File: src/rtl/spi_seq_pkg.sv
package spi_seq_pkg;

    localparam logic [7:0] CMD_WRITE = 8'h42;
    localparam logic [7:0] CMD_READ  = 8'h81;

    typedef enum logic [2:0] {
        ST_IDLE,
        ST_WAIT_RDY,
        ST_CMD,
        ST_STAT,
        ST_DATA,
        ST_END
    } seq_state_e;

    function automatic int unsigned umin(input int unsigned a, input int unsigned b);
        return (a < b) ? a : b;
    endfunction

endpackage

File: src/rtl/spi_byte_shift.sv
module spi_byte_shift #(
    parameter int CLK_DIV = 2
) (
    input  logic       clk,
    input  logic       rst,
    input  logic       start,
    input  logic [7:0] din,
    input  logic       miso,
    output logic       sclk,
    output logic       mosi,
    output logic       done,
    output logic [7:0] dout
);
    localparam int CW = (CLK_DIV > 1) ? $clog2(CLK_DIV) : 1;

    logic          busy;
    logic [CW-1:0] ph;
    logic [2:0]    bitn;
    logic [7:0]    sh_out;
    logic [7:0]    sh_in;

    always_ff @(posedge clk) begin
        if (rst) begin
            busy   <= 1'b0;
            ph     <= '0;
            bitn   <= '0;
            sh_out <= '0;
            sh_in  <= '0;
            sclk   <= 1'b0;
            done   <= 1'b0;
            dout   <= '0;
        end else begin
            done <= 1'b0;
            if (!busy) begin
                if (start) begin
                    busy   <= 1'b1;
                    sh_out <= din;
                    ph     <= '0;
                    bitn   <= '0;
                    sclk   <= 1'b0;
                end
            end else if (ph == CW'(CLK_DIV - 1)) begin
                ph <= '0;
                if (!sclk) begin
                    sclk  <= 1'b1;
                    sh_in <= {sh_in[6:0], miso};
                end else begin
                    sclk <= 1'b0;
                    if (bitn == 3'd7) begin
                        busy <= 1'b0;
                        done <= 1'b1;
                        dout <= sh_in;
                    end else begin
                        bitn   <= bitn + 3'd1;
                        sh_out <= {sh_out[6:0], 1'b0};
                    end
                end
            end else begin
                ph <= ph + CW'(1);
            end
        end
    end

    assign mosi = busy & sh_out[7];

endmodule

File: src/rtl/spi_rx_buf.sv
module spi_rx_buf #(
    parameter int DEPTH     = 128,
    parameter int BURST_MAX = 64
) (
    input  logic                       clk,
    input  logic                       rst,
    input  logic                       push,
    input  logic [7:0]                 din,
    input  logic                       pop,
    output logic [7:0]                 dout,
    output logic                       avail,
    output logic                       free_ok,
    output logic [$clog2(DEPTH+1)-1:0] count
);
    localparam int AW = $clog2(DEPTH);
    localparam int CW = $clog2(DEPTH + 1);

    logic [7:0]    mem [DEPTH];
    logic [AW-1:0] wr_ptr;
    logic [AW-1:0] rd_ptr;
    logic          do_pop;

    assign avail   = (count != '0);
    assign do_pop  = pop && avail;
    assign dout    = mem[rd_ptr];
    assign free_ok = (CW'(DEPTH) - count) >= CW'(BURST_MAX);

    always_ff @(posedge clk) begin
        if (push) mem[wr_ptr] <= din;
    end

    always_ff @(posedge clk) begin
        if (rst) begin
            wr_ptr <= '0;
            rd_ptr <= '0;
            count  <= '0;
        end else begin
            if (push)   wr_ptr <= (wr_ptr == AW'(DEPTH - 1)) ? '0 : wr_ptr + AW'(1);
            if (do_pop) rd_ptr <= (rd_ptr == AW'(DEPTH - 1)) ? '0 : rd_ptr + AW'(1);
            case ({push, do_pop})
                2'b10:   count <= count + CW'(1);
                2'b01:   count <= count - CW'(1);
                default: count <= count;
            endcase
        end
    end

endmodule

File: src/rtl/spi_seq_ctrl.sv
module spi_seq_ctrl
    import spi_seq_pkg::*;
#(
    parameter int LEN_W     = 16,
    parameter int BURST_MAX = 64
) (
    input  logic             clk,
    input  logic             rst,
    input  logic             slv_ready,
    input  logic             free_ok,
    input  logic             tx_load,
    input  logic [LEN_W-1:0] tx_len,
    input  logic [7:0]       tx_data,
    input  logic             sh_done,
    input  logic [7:0]       sh_rx,
    output logic             sh_start,
    output logic [7:0]       sh_tx,
    output logic             cs_n,
    output logic             tx_rd,
    output logic             tx_done,
    output logic             rx_push,
    output logic             len_err,
    output logic [LEN_W-1:0] pend,
    output seq_state_e       state
);
    localparam int BW = $clog2(BURST_MAX + 1);

    logic          is_rd;
    logic [BW-1:0] left;
    logic [BW-1:0] burst_n;
    int unsigned   cap;

    always_comb begin
        cap     = umin(int'(sh_rx), BURST_MAX);
        if (!is_rd) cap = umin(cap, int'(pend));
        burst_n = BW'(cap);
    end

    always_comb begin
        sh_start = 1'b0;
        sh_tx    = 8'h00;
        tx_rd    = 1'b0;
        rx_push  = 1'b0;
        case (state)
            ST_IDLE: if (slv_ready && free_ok) begin
                sh_start = 1'b1;
                sh_tx    = CMD_READ;
            end
            ST_WAIT_RDY: if (slv_ready) begin
                sh_start = 1'b1;
                sh_tx    = CMD_WRITE;
            end
            ST_CMD: sh_start = sh_done;
            ST_STAT: if (sh_done && burst_n != '0) begin
                sh_start = 1'b1;
                sh_tx    = is_rd ? 8'h00 : tx_data;
                tx_rd    = !is_rd;
            end
            ST_DATA: if (sh_done) begin
                rx_push = is_rd;
                if (left != BW'(1)) begin
                    sh_start = 1'b1;
                    sh_tx    = is_rd ? 8'h00 : tx_data;
                    tx_rd    = !is_rd;
                end
            end
            default: ;
        endcase
    end

    assign cs_n = (state == ST_IDLE) || (state == ST_END);

    always_ff @(posedge clk) begin
        if (rst) begin
            state   <= ST_IDLE;
            is_rd   <= 1'b0;
            left    <= '0;
            pend    <= '0;
            len_err <= 1'b0;
            tx_done <= 1'b0;
        end else begin
            tx_done <= 1'b0;
            case (state)
                ST_IDLE: begin
                    if (slv_ready && free_ok) begin
                        is_rd <= 1'b1;
                        state <= ST_CMD;
                    end else if (pend != '0) begin
                        is_rd <= 1'b0;
                        state <= ST_WAIT_RDY;
                    end
                end
                ST_WAIT_RDY: if (slv_ready) state <= ST_CMD;
                ST_CMD:      if (sh_done) state <= ST_STAT;
                ST_STAT: if (sh_done) begin
                    left <= burst_n;
                    if (is_rd && int'(sh_rx) > BURST_MAX) len_err <= 1'b1;
                    state <= (burst_n == '0) ? ST_END : ST_DATA;
                end
                ST_DATA: if (sh_done) begin
                    left <= left - BW'(1);
                    if (!is_rd) pend <= pend - LEN_W'(1);
                    if (left == BW'(1)) state <= ST_END;
                end
                ST_END: begin
                    tx_done <= !is_rd && (pend == '0);
                    state   <= ST_IDLE;
                end
                default: state <= ST_IDLE;
            endcase
            if (tx_load && pend == '0) pend <= tx_len;
        end
    end

endmodule

File: src/rtl/spi_xact_seq.sv
module spi_xact_seq
    import spi_seq_pkg::*;
#(
    parameter int LEN_W     = 16,
    parameter int BURST_MAX = 64,
    parameter int BUF_DEPTH = 128,
    parameter int CLK_DIV   = 2
) (
    input  logic             clk,
    input  logic             rst,
    output logic             spi_sclk,
    output logic             spi_cs_n,
    output logic             spi_mosi,
    input  logic             spi_miso,
    input  logic             slv_ready,
    input  logic             tx_load,
    input  logic [LEN_W-1:0] tx_len,
    input  logic [7:0]       tx_data,
    output logic             tx_rd,
    output logic             tx_done,
    output logic [7:0]       rx_data,
    output logic             rx_avail,
    input  logic             rx_rd,
    output logic             len_err
);
    localparam int CNT_W = $clog2(BUF_DEPTH + 1);

    logic             sh_start;
    logic [7:0]       sh_tx;
    logic             sh_done;
    logic [7:0]       sh_rx;
    logic             rx_push;
    logic             free_ok;
    logic [CNT_W-1:0] buf_cnt;
    logic [LEN_W-1:0] pend_cnt;
    seq_state_e       seq_state;

    spi_byte_shift #(.CLK_DIV(CLK_DIV)) u_shift (
        .clk   (clk),
        .rst   (rst),
        .start (sh_start),
        .din   (sh_tx),
        .miso  (spi_miso),
        .sclk  (spi_sclk),
        .mosi  (spi_mosi),
        .done  (sh_done),
        .dout  (sh_rx)
    );

    spi_rx_buf #(.DEPTH(BUF_DEPTH), .BURST_MAX(BURST_MAX)) u_buf (
        .clk     (clk),
        .rst     (rst),
        .push    (rx_push),
        .din     (sh_rx),
        .pop     (rx_rd),
        .dout    (rx_data),
        .avail   (rx_avail),
        .free_ok (free_ok),
        .count   (buf_cnt)
    );

    spi_seq_ctrl #(.LEN_W(LEN_W), .BURST_MAX(BURST_MAX)) u_ctrl (
        .clk       (clk),
        .rst       (rst),
        .slv_ready (slv_ready),
        .free_ok   (free_ok),
        .tx_load   (tx_load),
        .tx_len    (tx_len),
        .tx_data   (tx_data),
        .sh_done   (sh_done),
        .sh_rx     (sh_rx),
        .sh_start  (sh_start),
        .sh_tx     (sh_tx),
        .cs_n      (spi_cs_n),
        .tx_rd     (tx_rd),
        .tx_done   (tx_done),
        .rx_push   (rx_push),
        .len_err   (len_err),
        .pend      (pend_cnt),
        .state     (seq_state)
    );

endmodule

File: config.mk
export PLATFORM = sky130hd
export DESIGN_NAME = spi_xact_seq
export DESIGN_NICKNAME = d
export VERILOG_FILES = /design/src/rtl/spi_seq_pkg.sv /design/src/rtl/spi_byte_shift.sv /design/src/rtl/spi_rx_buf.sv /design/src/rtl/spi_seq_ctrl.sv /design/src/rtl/spi_xact_seq.sv
export SDC_FILE = /design/constraint.sdc
export NUM_CORES = 1
export LEC_CHECK = 0
export BUFFER_PORTS_ARGS = -buffer_cell sky130_fd_sc_hd__buf_2
export CAP_MARGIN = 15
export CORE_MARGIN = 4
export CORE_UTILIZATION = 68
export CTS_CLUSTER_DIAMETER = 80
export DETAILED_ROUTE_END_ITERATION = 12
export PLACE_DENSITY = 0.85
export SYNTH_ARGS = -nofsm -noshare
export SYNTH_HDL_FRONTEND = slang
export SYNTH_SLANG_ARGS = --single-unit
File: constraint.sdc
create_clock -name clk -period 12.2 [get_ports clk]
set_clock_uncertainty 0.05 [all_clocks]
set_input_delay 2.44 -clock clk [delete_from_list [all_inputs] [get_ports clk]]
set_output_delay 2.44 -clock clk [all_outputs]
set_load 0.005 [all_outputs]
## Yosys cells after proc, flatten, opt, wreduce, memory -nomap -nowiden

Memory sizes are Yosys's and may differ from the RTL's. A register that Yosys moved wholly into a read port is not among the register bits.
Index checks and enable logic that the tools add are counted.
Widths: inputs -> output; s select.

- Bits in registers: 82
- Bits in latches: 0
- Bits in writable memories: 1024
- Bits in read-only memories: 0
- Bits of input ports: 30
- Memories: 1

Memories:

| name | words | bits a word | read ports | clocked after memory_dff | write ports | line | text |
|---|---|---|---|---|---|---|---|
| u_buf.mem | 128 | 8 | 1 | 1 | 1 | spi_rx_buf.sv:18 | `logic [7:0] mem [DEPTH];` |

- Add/sub/neg operators: 9
- Multipliers: 0
- Div/mod/pow operators: 0
- Magnitude comparators: 4
- Eq/ne operators: 22
- Shift-type cells: 0
- Mux-type cells: 69
- Bitwise logic cells: 5
- Reduce and logical (&&, ||, !) cells: 31

Operators with widths:

| operator | count |
|---|---|
| $mux 8 | 11 |
| $mux 16 | 4 |
| $mux 7 | 9 |
| $mux 3 | 12 |
| $pmux 8 s4 | 1 |
| $mux 1 | 27 |
| $logic_not 16->1 | 1 |
| $lt 8x16->1 | 1 |
| $pmux 8 s2 | 1 |
| $reduce_bool 16->1 | 1 |
| $sub 16x1->16 const B | 1 |
| $pmux 3 s5 | 1 |
| $add 7x1->7 const B | 2 |
| $eq 7x7->1 const B | 2 |
| $ne 2x2->1 const B | 7 |
| $pmux 7 s2 | 1 |
| $reduce_and 3->1 | 4 |
| $reduce_bool 2->1 | 6 |
| $eq 3x3->1 const B | 3 |
| $add 8x1->8 const B | 1 |
| $ge 8x7->1 const B | 1 |
| $gt 8x7->1 const B | 1 |
| $lt 8x7->1 const B | 1 |
| $reduce_and 4->1 | 2 |
| other kinds (28) | 39 |

## Logic depth before layout (Yosys ltp)

Gate-level depths: netlist (run 1).

- Word-level depth: 11
- Depth in mapped cells: 15
- Depth with buffers taken out: 13

## Hierarchy

From an unflattened synthesis (run 1), not the netlist that was laid out.

- Cells, all modules: 2696
- Area, all modules: 44874.3 um^2

By module, submodules not included:

| module | times used | cells an instance | area an instance (um^2) |
|---|---|---|---|
| spi_rx_buf | 1 | 2264 | 41333.4 |
| spi_seq_ctrl | 1 | 298 | 2297.2 |
| spi_byte_shift | 1 | 134 | 1243.7 |

## Least setup slack after synthesis (run 1)

No wires, ideal clock.

- Path type: reg-to-output
- Start point: register u_shift.dout[6]
- End point: output tx_rd
- Data arrival time: 4169 ps
- Path slack: 5541 ps
- Stages on the path, launching flop included: 10
- Path buffers: 0
- Path through: dfxtp_1 -> nor2_1 -> and2_1 -> ha_1 -> nand4bb_1 -> a311oi_1 -> nor3_1 -> o221ai_4 -> and2_1 -> nor2_1

- Cells in the longest elaborated chain, start to end: 9

Ends and longest elaborated chain:

| item | line | text |
|---|---|---|
| from (decl) | spi_byte_shift.sv:12 | `output logic [7:0] dout` |
| from (signal assigned) | spi_byte_shift.sv:52 | `dout <= sh_in;` |
| $lt 8x7->1 | spi_seq_pkg.sv:16 | `return (a < b) ? a : b;` |
| $mux 8 (*) | spi_seq_pkg.sv:16 |  |
| $lt 8x16->1 | spi_seq_pkg.sv:16 |  |
| $mux 7 | spi_seq_pkg.sv:16 |  |
| $mux 7 (*) | spi_seq_ctrl.sv:35 | `if (!is_rd) cap = umin(cap, int'(pend));` |
| $reduce_bool 7->1 (*) | spi_seq_ctrl.sv:54 | `ST_STAT: if (sh_done && burst_n != '0) begin` |
| $logic_and 1x1->1 (*) | spi_seq_ctrl.sv:54 |  |
| $mux 1 (*) | spi_seq_ctrl.sv:54 |  |
| $pmux 1 s2 (*) | spi_seq_ctrl.sv:44 | `case (state)` |
| to (decl) | spi_xact_seq.sv:19 | `output logic tx_rd,` |

Every way passes the cells marked *; elsewhere a longest branch is shown, timed or not.

==> results of run 1 <==
-- kinds of logic (layout without fill, tap and decap cells) --
logic type / after synthesis / count (layout) / synth area share [%]
DFF: 1113 / 1113 / 73.8
and+or+nand+nor: 428 / 428 / 4.55
muxes: 347 / 347 / 16.5
AOI/OAI and AO/OA: 160 / 160 / 2.50
buffers and inverters: 141 / 296 / 1.31
xor gates and xnor gates: 33 / 33 / 0.656
adders and majority gates: 22 / 22 / 0.642
other: 1 / 3 / 0.00851
-- routing by layer --
| layer | GRT usage [%] | vias to the layer above | routed length, um |
|---|---|---|---|
| met2 | 53.3 | 2052 | 55600 |
| li1 | - | 9324 | - |
| met1 | 44.3 | 12200 | 38000 |
| met5 | 1.04 | - | 103 |
| met3 | 7.38 | 392 | 12600 |
| met4 | 14.0 | 2 | 6060 |
-- path summary, 6_finish.rpt --
check,startpoint,end,slack (ns),cells after the start
hold reg to reg,u_shift.sh_in[2],u_shift.dout[2],0.41,2
hold / removal,u_shift.sh_in[2],u_shift.dout[2],0.41,2
setup / recovery,flip-flop,rx_data[3],4.31,7
setup reg to reg,u_ctrl.state[2],u_buf.mem[91][2],7.50,7
-- through the flow --
step	total power [mW]	hold WS (ns)	instance area, um^2	utilization [%]	setup slack, ns
floorplan	4.44	0.382	44100	-	5.54
detailed placement	4.50	0.406	45100	70.1	5.18
global route	7.90	0.425	48600	75.5	4.05
CTS	7.68	0.410	48500	75.4	4.40
global placement	4.49	0.378	45100	70.1	5.22
finish	7.68	0.413	48600	75.5	4.31
-- final cells by class --
cell class | count | area [um^2]
multi-input combinational | 991 | 11000
tap | 855 | 1070
timing repair buffer | 78 | 507
antenna | 2 | 5.00
sequential | 1113 | 32600
clock inverter | 59 | 547
clock buffer | 137 | 2830
inverter | 22 | 82.6
fill | 3181 | 15800
-- placed cells by master (no fill, tap or decap), drive strengths merged, types with 12 or more instances in the layout --
cell	Yosys	final
clkbuf	69	137
nand3	21	21
nor2b	18	18
nor3	25	25
a211oi	17	17
mux2i	42	42
nor2	214	214
edfxtp	1024	1024
a21oi	32	32
inv	22	28
o22ai	26	26
buf	50	78
mux4	304	304
clkinv	0	41
nand2	65	65
xor2	12	12
dfxtp	89	89
o21ai	27	27
nor4	18	18
ha	21	21
xnor2	21	21
-- synthesized netlist by cell type, types with 2 or more instances --
cell type and number:
buf_1 13, and3_1 5, a21o_1 5, a211oi_2 2
a22o_1 9, xor2_1 12, buf_2 37, o22ai_1 26
o211ai_1 4, nor2b_1 18, o2bb2ai_1 2, nor4_1 17
or4_4 2, xnor2_1 21, a21oi_1 32, mux4_2 304
nand3_1 21, or3b_2 3, dfxtp_1 89, and2_1 11
edfxtp_1 1024, nand3b_1 7, a31o_2 2, a311oi_1 8
o21ai_0 27, ha_1 21, nand2b_1 7, nor4b_1 2
inv_1 22, or3_1 6, nor3_2 3, a31oi_1 3
a21boi_0 2, clkbuf_1 69, mux2i_1 42, a221oi_1 11
nor3_1 22, and4_1 2, nor3b_1 6, nand2_1 65
a211oi_1 15, nor2_1 214, nand4_1 9
-- flip-flops by register name, summed over array words and instances (netlist names), 3 cells and up, named ones only --
| signal | flops |
|---|---|
| u_shift.sh_in | 8 |
| u_shift.sh_out | 8 |
| u_ctrl.pend | 16 |
| u_shift.dout | 8 |
| u_buf.count | 8 |
| u_buf.wr_ptr | 7 |
| u_shift.bitn | 3 |
| u_buf.mem | 1024 |
| u_buf.rd_ptr | 7 |
| u_ctrl.left | 7 |
| u_ctrl.state | 3 |
-- worst min-delay path: stages (launching register included) --
cell,delay [ns]
dfxtp_1,0.32
nand2_1,0.06
a21oi_1,0.05
-- power groups by stage --
stage          Clock, mW  Sequential [mW]  Combinational [mW]
2_1_floorplan          0             4.23               0.216
3_3_place_gp           0             4.24               0.250
3_5_place_dp           0             4.24               0.258
4_1_cts             3.26             4.16               0.260
5_1_grt             3.45             4.16               0.293
6_report            3.26             4.16               0.261
==> results.yml, run 1 <==
logic_synthesis:
  yosys_warnings: 0
  ys_types: 66
  yosys-top-cells-area: "edfxtp_1, mux4_2, dfxtp_1"
  asyncSetResetFlopFracSynth_pct: 0
  synth_top_area_cell: "edfxtp_1"
  syn_inst: 2245
  ys_ff_latch: 1113
  syn_area_mm2: 0.0441
  yosysSeqAreaShare_pct: 73.8
  postSynth.topFlopCell: "edfxtp_1"
  yosysTopAreaCellShare_pct: 69.8
  synth_edf_count: 1024
  synth_nets: 2297
  syn_avg_cell_area_um2: 19.6
grt:
  grt_max_degree: 98
  grt_pass1_wl_mm: 166
  track_usage_pct: 32.9
  grt_pass1_vias: 24100
  antenna_found_initial: 2
  overflow: 0
clocking:
  cts_tree: "yes"
  hold_buffers: 0
  cts.reportedPaths.clkPinSlew_ns: 0.07
  cts-root-buf: "clkbuf_16"
  clockBufferDepth: 3
  clk_latency_ns: 0.68
  cts_buffers: 105
  htreeDepth: 3
  cts_resized: 0
  clkSinkCount: 1113
  postCtsSetupRepairBufs: 0
power_and_ir_drop:
  power.leakage_nw: 15.0
  p_switching_mw: 1.66
  p_per_area_mw_per_mm2: 158
  power.internal_mw: 6.02
  p_comb_share_pct: 3.4
  seq_power_share_pct: 54.1
  ir_worst_vdd_mv: 0.168
  switching_share_pct: 21.6
  clkPwrFrac_pct: 42.5
hold_path:
  min_path_type: "flip-flop to flip-flop"
cells_and_area:
  instances_no_fill: 3257
  fin_nets: 2363
  drive_gt1_share_pct: 23.3
  area_growth_pct: 10.2
timing:
  relSlewSlack_pct: 10.1
  finalCriticalPeriod_ns: 7.89
  worst_pin_slew_ns: 1.34
  tns_ns: 0
  setup_viol: 0
  post-route-period-util_pct: 64.7
  rsz0062_at_grt: "no"
  hold_viol: 0
  final_max_slew_viol_count: 0
  max_freq_mhz: 127
floorplan:
  initial_core_util_pct: 68.5
  io_pins: 45
  die_w_um: 263
  rows: 93
  dieArea_mm2: 0.0689
  die_height_um: 263
  floorplan.core_area_mm2: 0.0643
detailed_routing:
  first_pass_iters: 8
  routed_wl_mm: 112
  wire_per_inst_um: 34.5
  vias_per_cell: 7.35
  drc: 0
  drtIter0Drc: 4176
  via_count: 24000
  ant_nets: 0
worst_setup_path:
  crit_chain: "buf_4 -> buf_4 -> mux4_2 -> mux4_2 -> o22ai_1 -> nor4_1 -> buf_2"
  cp.required_ns: 9.71
  crit_arrival_ns: 5.40
  cp_max_fo: 70
  slowest_delay_ns: 1.05
  crit_slowest_cell: "dfxtp_4"
  end_kind: "output pin"
  worstSetupPathType: "flip-flop to output pin"
  worst-path-buf-inv: 3
  cp_top_family: "buffers and inverters"
  cp-start-kind: "flip-flop"
placement:
  dp_cells: 3055
  io_buffers: 44
  routabilityCongestion: 0.870
  dpl.hpwl_mm: 58.7
run:
  cap_viol_max_count: 0
status:
  status: "complete, no violations"
No activity file was read; power rests on OpenSTA's default activity.
==> run 2: changes to the inputs <==
Settings changed: CORE_UTILIZATION 68 to 63, PLACE_DENSITY 0.85 to 0.79.
Clock period 12.2 ns to 7.9 ns, I/O delays scaled along.
==> run 2 against run 1 <==
Compared with the run above:
- global-route usage is 5.0 points lower
- sequential cell count is the same
- power is 55% higher
- first-iteration DRC count down 22%
- via count shrank 5.0%
- sequential share of layout area shrank 0.22 points
==> results.yml, run 2 (synthesis gave the netlist of run 1 again) <==
clocking:
  hold_buffers: 0
  htreeDepth: 3
  clockBufferDepth: 3
  clkSinkCount: 1113
  cts_buffers: 105
  cts.reportedPaths.clkPinSlew_ns: 0.06
  cts_resized: 0
  clk_latency_ns: 0.66
  cts-root-buf: "clkbuf_16"
  postCtsSetupRepairBufs: 0
  cts_tree: "yes"
cells_and_area:
  final_cell_mix: "edfxtp_1, mux4_2, nor2_1"
  regMostFlops: "u_buf.mem"
  drive_gt1_share_pct: 23.3
  layout_commonest_cell: "edfxtp_1"
  fin_nets: 2358
  largest_register_ffs: 1024
  area_growth_pct: 10.6
  top_regs: "u_buf.mem: 1024 flops, u_ctrl.pend: 16 flops"
  instances_no_fill: 3324
  diodes: 0
placement:
  io_buffers: 44
  pre_cts_ws_ns: 2.49
  routabilityCongestion: 0.834
  dpl.hpwl_mm: 57.6
  dp_cells: 3130
worst_setup_path:
  cp-start-kind: "flip-flop"
  cp_max_fo: 38
  slowest_delay_ns: 0.87
  crit_slowest_cell: "dfxtp_4"
  crit_arrival_ns: 4.46
  crit_chain: "buf_4 -> mux4_2 -> mux2i_1 -> a22o_1 -> a221oi_1 -> nor3_1 -> nor4_1 -> buf_2"
  ff2ff_setup_slack_ns: 3.70
  cp_top_family: "flip-flops"
  cp.required_ns: 6.27
  end_kind: "output pin"
  worst-path-buf-inv: 2
  worstSetupPathType: "flip-flop to output pin"
power_and_ir_drop:
  p_per_area_mw_per_mm2: 245
  ir_worst_vdd_mv: 0.208
  power.leakage_nw: 15.0
timing:
  hold_ws_ns: 0.396
  post-route-period-util_pct: 77.0
  fin_ws_ns: 1.81
  relSlewSlack_pct: 19.2
  tns_ns: 0
  max_freq_mhz: 164
  final_max_slew_viol_count: 0
  hold_viol: 0
  finalCriticalPeriod_ns: 6.09
  setup_viol: 0
  worst_pin_slew_ns: 1.21
  rsz0062_at_grt: "no"
run:
  cap_viol_max_count: 0
status:
  status: "complete, no violations"
detailed_routing:
  wire_per_inst_um: 30.6
  via_count: 22800
  drc: 0
  first_pass_iters: 6
  vias_per_cell: 6.85
  routed_wl_mm: 102
  drtIter0Drc: 3267
  ant_nets: 0
grt:
  overflow: 0
  grt_pass1_wl_mm: 153
  grt_pass1_vias: 23100
  grt_max_degree: 106
  track_usage_pct: 28.0
  antenna_found_initial: 1
floorplan:
  initial_core_util_pct: 63.9
  die_w_um: 272
  floorplan.core_area_mm2: 0.0689
  dieArea_mm2: 0.0742
  io_pins: 45
  die_height_um: 272
  rows: 96
hold_path:
  min_path_type: "flip-flop to flip-flop"
[run 2: changes by cell type in the layout (fill, tap and decap cells not counted), moves of 3 or more]
cell / delta
clkbuf_1: +4
buf_12: +5
clkbuf_8: -5
clkbuf_16: +4
buf_6: -3
clkinv_1: -9
clkinv_2: +9
bufinv_16: +5
inv_6: -4
buf_4: -6
[run 2: routing by layer]
| metal | up-vias | routed length, um | GRT usage (%) |
|---|---|---|---|
| met4 | 2 | 3300 | 8.24 |
| li1 | 9308 | - | - |
| met2 | 1396 | 50600 | 45.3 |
| met1 | 11800 | 38600 | 39.8 |
| met3 | 213 | 9300 | 5.47 |
| met5 | - | 12 | 0 |
[run 2: worst paths after layout]
kind,startpoint,to,depth (start not counted)
worst max-delay path,flip-flop,rx_data[4],8
worst min-delay path,u_shift.sh_in[7],u_shift.dout[7],2
worst max register to register,u_ctrl.state[2],u_buf.count[7],12
worst min register to register,u_shift.sh_in[7],u_shift.dout[7],2
[run 2: layout make-up]
class | instances | area [um^2]
clock buffer | 139 | 2870
fill | 4048 | 20200
clock inverter | 55 | 584
inverter | 22 | 82.6
tap | 931 | 1160
timing repair buffer | 73 | 500
multi-input combinational | 991 | 11000
sequential | 1113 | 32600
[run 2: metrics by stage]
step	cell area, um^2	utilization [%]	power [mW]
finish	48700	70.7	11.9
CTS	48700	70.7	12.0
global route	48700	70.7	12.3
detailed placement	45300	65.7	6.95
floorplan	44100	-	6.86
global placement	45300	65.7	6.93
[run 2: tightest hold or removal path: cells and delay by family, from the launching register on]
family,cells,cell delay [ns]
DFF,1,0.31
AOI/OAI and AO/OA,1,0.05
and+or+nand+nor,1,0.05
[run 2: power by group]
part / switching [mW] / internal, mW
Combinational: 0.248 / 0.159
Clock: 2.14 / 2.95
Sequential: 0.0536 / 6.37
